**src/rtl/pba_pkg.sv**
```systemverilog
package pba_pkg;
  typedef enum logic [2:0] {
    OP_NOP      = 3'd0,
    OP_ALLOC    = 3'd1,
    OP_RESET    = 3'd2,
    OP_SPARE    = 3'd3,
    OP_RX_DROP  = 3'd4,
    OP_RELEASE  = 3'd5,
    OP_TX_ENQ   = 3'd6,
    OP_TX_FLUSH = 3'd7
  } pba_op_e;
endpackage

```
**src/rtl/pba_first_free.sv**
```systemverilog
module pba_first_free #(
  parameter int N = 64,
  parameter int W = $clog2(N)
) (
  input  logic [N-1:0] vec_i,
  output logic         found_o,
  output logic [W-1:0] idx_o
);
  // scan high to low so the lowest set bit wins
  always_comb begin
    found_o = |vec_i;
    idx_o   = '0;
    for (int i = N - 1; i >= 0; i--) begin
      if (vec_i[i]) idx_o = W'(i);
    end
  end
endmodule

```
**src/rtl/pba_page_pool.sv**
```systemverilog
module pba_page_pool #(
  parameter int NUM_PAGES = 64,
  parameter int IDX_W     = $clog2(NUM_PAGES),
  parameter int CNT_W     = $clog2(NUM_PAGES + 1)
) (
  input  logic             clk_i,
  input  logic             rst_ni,
  input  logic             clear_i,
  input  logic             alloc_i,
  input  logic             free_i,
  input  logic [IDX_W-1:0] free_idx_i,
  output logic             any_free_o,
  output logic [IDX_W-1:0] alloc_idx_o,
  output logic [CNT_W-1:0] free_pages_o
);
  logic [NUM_PAGES-1:0] free_map_q, free_map_d;
  logic [CNT_W-1:0]     cnt_q;
  logic                 alloc_ok, free_ok;

  pba_first_free #(.N(NUM_PAGES), .W(IDX_W)) u_find (
    .vec_i  (free_map_q),
    .found_o(any_free_o),
    .idx_o  (alloc_idx_o)
  );

  assign alloc_ok = alloc_i && any_free_o;
  assign free_ok  = free_i && !free_map_q[free_idx_i];

  always_comb begin
    free_map_d = free_map_q;
    if (alloc_ok) free_map_d[alloc_idx_o] = 1'b0;
    if (free_ok)  free_map_d[free_idx_i]  = 1'b1;
  end

  always_ff @(posedge clk_i or negedge rst_ni) begin
    if (!rst_ni) begin
      free_map_q <= '1;
      cnt_q      <= CNT_W'(NUM_PAGES);
    end else if (clear_i) begin
      free_map_q <= '1;
      cnt_q      <= CNT_W'(NUM_PAGES);
    end else begin
      free_map_q <= free_map_d;
      case ({free_ok, alloc_ok})
        2'b10:   cnt_q <= cnt_q + CNT_W'(1);
        2'b01:   cnt_q <= cnt_q - CNT_W'(1);
        default: cnt_q <= cnt_q;
      endcase
    end
  end

  assign free_pages_o = cnt_q;
endmodule

```
**src/rtl/pba_pktq.sv**
```systemverilog
module pba_pktq #(
  parameter int DEPTH = 64,
  parameter int DW    = 6
) (
  input  logic          clk_i,
  input  logic          rst_ni,
  input  logic          flush_i,
  input  logic          push_i,
  input  logic [DW-1:0] din_i,
  input  logic          pop_i,
  output logic [DW-1:0] head_o,
  output logic          empty_o
);
  localparam int AW = $clog2(DEPTH);

  logic [DW-1:0] mem_q [DEPTH];
  logic [AW:0]   wp_q, rp_q;
  logic          full, push_ok, pop_ok;

  assign empty_o = (wp_q == rp_q);
  assign full    = (wp_q[AW] != rp_q[AW]) && (wp_q[AW-1:0] == rp_q[AW-1:0]);
  assign push_ok = push_i && !full && !flush_i;
  assign pop_ok  = pop_i && !empty_o && !flush_i;

  always_ff @(posedge clk_i or negedge rst_ni) begin
    if (!rst_ni) begin
      wp_q <= '0;
      rp_q <= '0;
    end else if (flush_i) begin
      wp_q <= '0;
      rp_q <= '0;
    end else begin
      if (push_ok) wp_q <= wp_q + (AW+1)'(1);
      if (pop_ok)  rp_q <= rp_q + (AW+1)'(1);
    end
  end

  always_ff @(posedge clk_i) begin
    if (push_ok) mem_q[wp_q[AW-1:0]] <= din_i;
  end

  assign head_o = mem_q[rp_q[AW-1:0]];
endmodule

```
**src/rtl/pkt_page_alloc.sv**
```systemverilog
module pkt_page_alloc
  import pba_pkg::*;
#(
  parameter int NUM_PAGES      = 64,
  parameter int UNITS_PER_PAGE = 4,
  parameter int RES_W          = 8,
  localparam int PKT_W  = $clog2(NUM_PAGES),
  localparam int CNT_W  = $clog2(NUM_PAGES + 1),
  localparam int FREE_W = $clog2(NUM_PAGES * UNITS_PER_PAGE + 1)
) (
  input  logic              clk_i,
  input  logic              rst_ni,
  input  logic              cmd_valid_i,
  input  logic [2:0]        cmd_op_i,
  input  logic [PKT_W-1:0]  cmd_arg_i,
  input  logic              alloc_irq_en_i,
  input  logic [RES_W-1:0]  tx_reserve_i,
  output logic [RES_W-1:0]  alloc_res_o,
  output logic              alloc_irq_o,
  output logic [FREE_W-1:0] free_units_o,
  input  logic              mac_rx_alloc_i,
  output logic              mac_rx_ok_o,
  output logic              mac_rx_fail_o,
  output logic [PKT_W-1:0]  mac_rx_pkt_o,
  input  logic              mac_rx_commit_i,
  input  logic [PKT_W-1:0]  mac_rx_commit_pkt_i,
  input  logic              mac_tx_pop_i,
  output logic              tx_empty_o,
  output logic [PKT_W-1:0]  tx_head_o,
  output logic              rx_empty_o,
  output logic [PKT_W-1:0]  rx_head_o,
  output logic              rx_irq_o
);
  localparam int UPP_SH = $clog2(UNITS_PER_PAGE);
  localparam logic [RES_W-1:0] RES_FAIL = RES_W'(1) << (RES_W - 1);

  logic cmd_alloc, cmd_reset, cmd_rx_drop, cmd_release, cmd_tx_enq, cmd_tx_flush;
  logic any_free, host_ok, mac_ok, rx_pop, pool_free;
  logic [PKT_W-1:0] alloc_idx, pool_free_idx;
  logic [CNT_W-1:0] free_pages, res_pages;
  logic [RES_W-1:0] alloc_res_q;
  logic             alloc_irq_q, mac_ok_q, mac_fail_q;
  logic [PKT_W-1:0] mac_pkt_q;

  assign cmd_alloc    = cmd_valid_i && (cmd_op_i == OP_ALLOC);
  assign cmd_reset    = cmd_valid_i && (cmd_op_i == OP_RESET);
  assign cmd_rx_drop  = cmd_valid_i && (cmd_op_i == OP_RX_DROP);
  assign cmd_release  = cmd_valid_i && (cmd_op_i == OP_RELEASE);
  assign cmd_tx_enq   = cmd_valid_i && (cmd_op_i == OP_TX_ENQ);
  assign cmd_tx_flush = cmd_valid_i && (cmd_op_i == OP_TX_FLUSH);

  // an all-ones reserve takes the whole pool, otherwise whole pages only
  assign res_pages = (&tx_reserve_i) ? CNT_W'(NUM_PAGES)
                                     : CNT_W'(tx_reserve_i >> UPP_SH);

  assign host_ok = cmd_alloc && any_free;
  // host command owns the pool this cycle; receive side retries
  assign mac_ok  = mac_rx_alloc_i && !cmd_alloc && !cmd_reset &&
                   (free_pages > res_pages);

  assign rx_pop        = cmd_rx_drop && !rx_empty_o;
  assign pool_free     = cmd_release || rx_pop;
  assign pool_free_idx = cmd_release ? cmd_arg_i : rx_head_o;

  pba_page_pool #(.NUM_PAGES(NUM_PAGES), .IDX_W(PKT_W), .CNT_W(CNT_W)) u_pool (
    .clk_i       (clk_i),
    .rst_ni      (rst_ni),
    .clear_i     (cmd_reset),
    .alloc_i     (host_ok || mac_ok),
    .free_i      (pool_free),
    .free_idx_i  (pool_free_idx),
    .any_free_o  (any_free),
    .alloc_idx_o (alloc_idx),
    .free_pages_o(free_pages)
  );

  pba_pktq #(.DEPTH(NUM_PAGES), .DW(PKT_W)) u_txq (
    .clk_i  (clk_i),
    .rst_ni (rst_ni),
    .flush_i(cmd_reset || cmd_tx_flush),
    .push_i (cmd_tx_enq),
    .din_i  (cmd_arg_i),
    .pop_i  (mac_tx_pop_i),
    .head_o (tx_head_o),
    .empty_o(tx_empty_o)
  );

  pba_pktq #(.DEPTH(NUM_PAGES), .DW(PKT_W)) u_rxq (
    .clk_i  (clk_i),
    .rst_ni (rst_ni),
    .flush_i(cmd_reset),
    .push_i (mac_rx_commit_i),
    .din_i  (mac_rx_commit_pkt_i),
    .pop_i  (rx_pop),
    .head_o (rx_head_o),
    .empty_o(rx_empty_o)
  );

  always_ff @(posedge clk_i or negedge rst_ni) begin
    if (!rst_ni) begin
      alloc_res_q <= RES_FAIL;
      alloc_irq_q <= 1'b0;
      mac_ok_q    <= 1'b0;
      mac_fail_q  <= 1'b0;
      mac_pkt_q   <= '0;
    end else begin
      alloc_irq_q <= host_ok && alloc_irq_en_i;
      mac_ok_q    <= mac_ok;
      mac_fail_q  <= mac_rx_alloc_i && !mac_ok;
      if (mac_ok) mac_pkt_q <= alloc_idx;
      if (cmd_reset)
        alloc_res_q <= RES_FAIL;
      else if (cmd_alloc)
        alloc_res_q <= host_ok ? RES_W'(alloc_idx) : RES_FAIL;
    end
  end

  assign alloc_res_o   = alloc_res_q;
  assign alloc_irq_o   = alloc_irq_q;
  assign mac_rx_ok_o   = mac_ok_q;
  assign mac_rx_fail_o = mac_fail_q;
  assign mac_rx_pkt_o  = mac_pkt_q;
  assign free_units_o  = FREE_W'(free_pages) << UPP_SH;
  assign rx_irq_o      = !rx_empty_o;
endmodule


```
**config.mk**
```make
export PLATFORM = sky130hd
export DESIGN_NAME = pkt_page_alloc
export DESIGN_NICKNAME = d
export VERILOG_FILES = /design/src/rtl/pba_pkg.sv /design/src/rtl/pba_first_free.sv /design/src/rtl/pba_page_pool.sv /design/src/rtl/pba_pktq.sv /design/src/rtl/pkt_page_alloc.sv
export SDC_FILE = /design/constraint.sdc
export NUM_CORES = 1
export LEC_CHECK = 0
export BUFFER_PORTS_ARGS = -buffer_cell sky130_fd_sc_hd__buf_2
export CORE_MARGIN = 3
export CORE_UTILIZATION = 41
export CTS_CLUSTER_DIAMETER = 80
export DETAILED_ROUTE_END_ITERATION = 7
export GPL_ROUTABILITY_DRIVEN = 0
export SETUP_SLACK_MARGIN = 0.15
export SYNTH_ARGS = -nofsm -noshare
export SYNTH_HDL_FRONTEND = slang
export SYNTH_SLANG_ARGS = --single-unit
```
**constraint.sdc**
```tcl
create_clock -name clk_i -period 7.41 [get_ports clk_i]
set_input_delay 2.223 -clock clk_i [delete_from_list [all_inputs] [get_ports clk_i]]
set_output_delay 2.223 -clock clk_i [all_outputs]
set_load 0.05 [all_outputs]
```
==> impl_metrics.toml <==
[sta]
finalHoldViolations = 0
period_share = 0.924
setup_tns_ps = 0
skew_ps = 27.6
max_freq_mhz = 146
period_minus_slack_ps = 6850
slew_viol_final = 0
holdWs_ps = 467
finalSetupViolCount = 0
maxSlewHeadroom = 0.116
rsz0062_at_grt = "false"
worst_pin_slew_ps = 1320

[die]
boundaryPins = 71
fp.dieW_um = 309
die_area_sq_um = 95300
initial_core_util = 0.415
core_area_sq_um = 90400
rows = 110
fp.dieH_um = 309

[drt]
drc = 0
vias = 21706
drt-vias-per-instance = 5.94
drt_first_pass_iters = 8
wl_um = 94000
ant_nets = 0
drt_iter0_markers = 2268
routedWlPerCell_um = 25.7

[finish]
antennaDiodeCount = 0
final_common_cell = "edfxtp_1"
drive_gt1_frac = 0.218
final_nets = 2455
postLayoutCellArea_sq_um = 42400
area_delta_synth_final_pct = 12.9
finish.utilization = 0.469
final_cell_mix = "edfxtp_1, nor2_1, mux4_2"

[setup_path]
timing.rr.end = "u_pool.free_pages_o[6]"
worstPathMaxFanout = 15
startpoint = "cmd_op_i[1]"
end_kind = "flip-flop"
rr_startpoint = "u_rxq.rp_q[3]"
criticalPathCategory = "in2reg"
critical_path.startpoint_type = "primary input"
cp_data_arrival_time_ps = 7430
critPathCapture = "u_pool.free_pages_o[6]"
worstPathRequired_ps = 8000
reg2regPathDepth = 20
regToRegSetupSlack_ps = 620

[logic_synthesis]
ys_warn_count = 0
synth_top_area_frac = 0.614
ys_seq_area_frac = 0.693
synthFlopType = "edfxtp_1"
postSynth.asyncResetShare = 0.130
synth_area_per_cell_sq_um = 16.3
synth_edf_count = 768
yosysTopAreaCell = "edfxtp_1"
ys_top_cells_by_area = "edfxtp_1, mux4_2, dfstp_2"
ys_ff_latch = 883
synth_cells = 2306
synth_cell_types = 77
syn-cell-area_sq_um = 37600

[clock_network]
cts_made_buffers = 94
post_cts_resized = 0
htreeDepth = 3
cts_setup_buffers = 0
cts_tree = "yes"
cts.sinks = 883
cts_buffer_depth = 3
clk_latency_ps = 660
root_buffer = "clkbuf_16"
cts.reportedPaths.clkPinSlew_ps = 60
holdBufCountCts = 0

[outcome]
status = "finished clean"

[global_route]
grt_use_met3 = 0.0351
grt_use_met2 = 0.315
gr-usage-met1 = 0.277
grt_overflow = 0
antenna_found_initial = 1
grt_util_all_layers = 0.198
grt_pass1_wl_um = 141000
grt_max_degree = 65
globalRoute.busiestLayer = "met2"
grt_pass1_vias = 22064

[placed_design]
place.detailed.hpwl_um = 61500
io_buffers = 67
dpl_cell_area_sq_um = 39300

[run]
max-cap-violations = 0

[min_path]
min_path_type = "reg2reg"

[pwr]
ir_worst_vdd_uv = 356
p_total_mw = 15.0
powerDensity_nw_per_um2 = 354
leakage_nw = 13.6
## logic make-up after synthesis
kind of cell,share of synthesized area
xor+xnor,0.00863
mux,0.142
simple gates,0.0643
other cells,0.0000998
fa+ha+maj,0.00586
compound gates,0.0679
buf+inv,0.0186
flops,0.693
## metrics by stage
step / std cells / worst slack [ps]
2_1_floorplan: 2308 / 843
3_3_place_gp: 3488 / 159
3_5_place_dp: 3488 / 52.1
4_1_cts: 3655 / 726
5_1_grt: 3655 / 221
6_report: 3655 / 563
## state kept, by name, indices dropped and copies added (netlist names), 7 cells and up
register             flops
u_rxq.wp_q               7
u_txq.mem_q            384
u_pool.free_pages_o      7
u_pool.free_map_q       64
u_txq.wp_q               7
alloc_res_o              7
u_rxq.mem_q            384
u_rxq.rp_q               7
u_txq.rp_q               7
## final cells by class
type	instances	area, sq um
fill	7613	48000
sequential	883	26000
multi-input combinational	1270	10900
clock buffer	115	2470
tap	1176	1470
timing repair buffer	124	828
clock inverter	52	613
inverter	35	131
## cell usage after synthesis (all sizes together), types with 22 or more instances
cell / n
a21oi: 70
dfrtp: 49
o21ai: 106
o211ai: 62
nor3: 22
mux4: 174
mux2i: 121
edfxtp: 768
dfstp: 66
a22oi: 52
nand2: 85
inv: 35
nor2: 225
nand3: 49
buf: 57
clkbuf: 63
## worst max-delay path, stage by stage
cell	delay [ps]
buf_2	160
nand2b_1	260
nor2_1	100
buf_4	170
nor2_1	360
o41ai_2	200
o211ai_1	280
buf_4	310
nor2_1	140
a221oi_1	300
a211oi_1	140
a311o_1	440
o31ai_2	420
inv_2	200
fa_1	460
a21o_1	190
a21oi_1	220
nor2b_1	70
o21ai_0	170
nand2b_1	120
a211oi_1	250
o21ai_1	100
nor2b_1	150
## how the worst min path moves through the flow
stage                     depth (start not counted)  slack, ps                  start                    end
after global routing                              2        490         alloc_res_o[7]         alloc_res_o[7]
final                                             2        470         alloc_res_o[7]         alloc_res_o[7]
after CTS                                         2        480         alloc_res_o[7]         alloc_res_o[7]
after floorplan                                   2        510  u_pool.free_map_q[27]  u_pool.free_map_q[27]
after detailed placement                          2        470         alloc_res_o[7]         alloc_res_o[7]
after global placement                            2        450         alloc_res_o[7]         alloc_res_o[7]
## layer usage
metal | share of wire | up-vias
li1 | - | 9394
met1 | 0.42 | 11193
met2 | 0.47 | 917
met3 | 0.071 | 202
met4 | 0.035 | 0
met5 | 0 | -
## report_power, final
part	switching, mW	internal (mW)
clock	1.92	2.77
sequential	0.374	5.62
combinational	2.57	1.76
total	4.87	10.1
(Power assumes the default switching activity.)
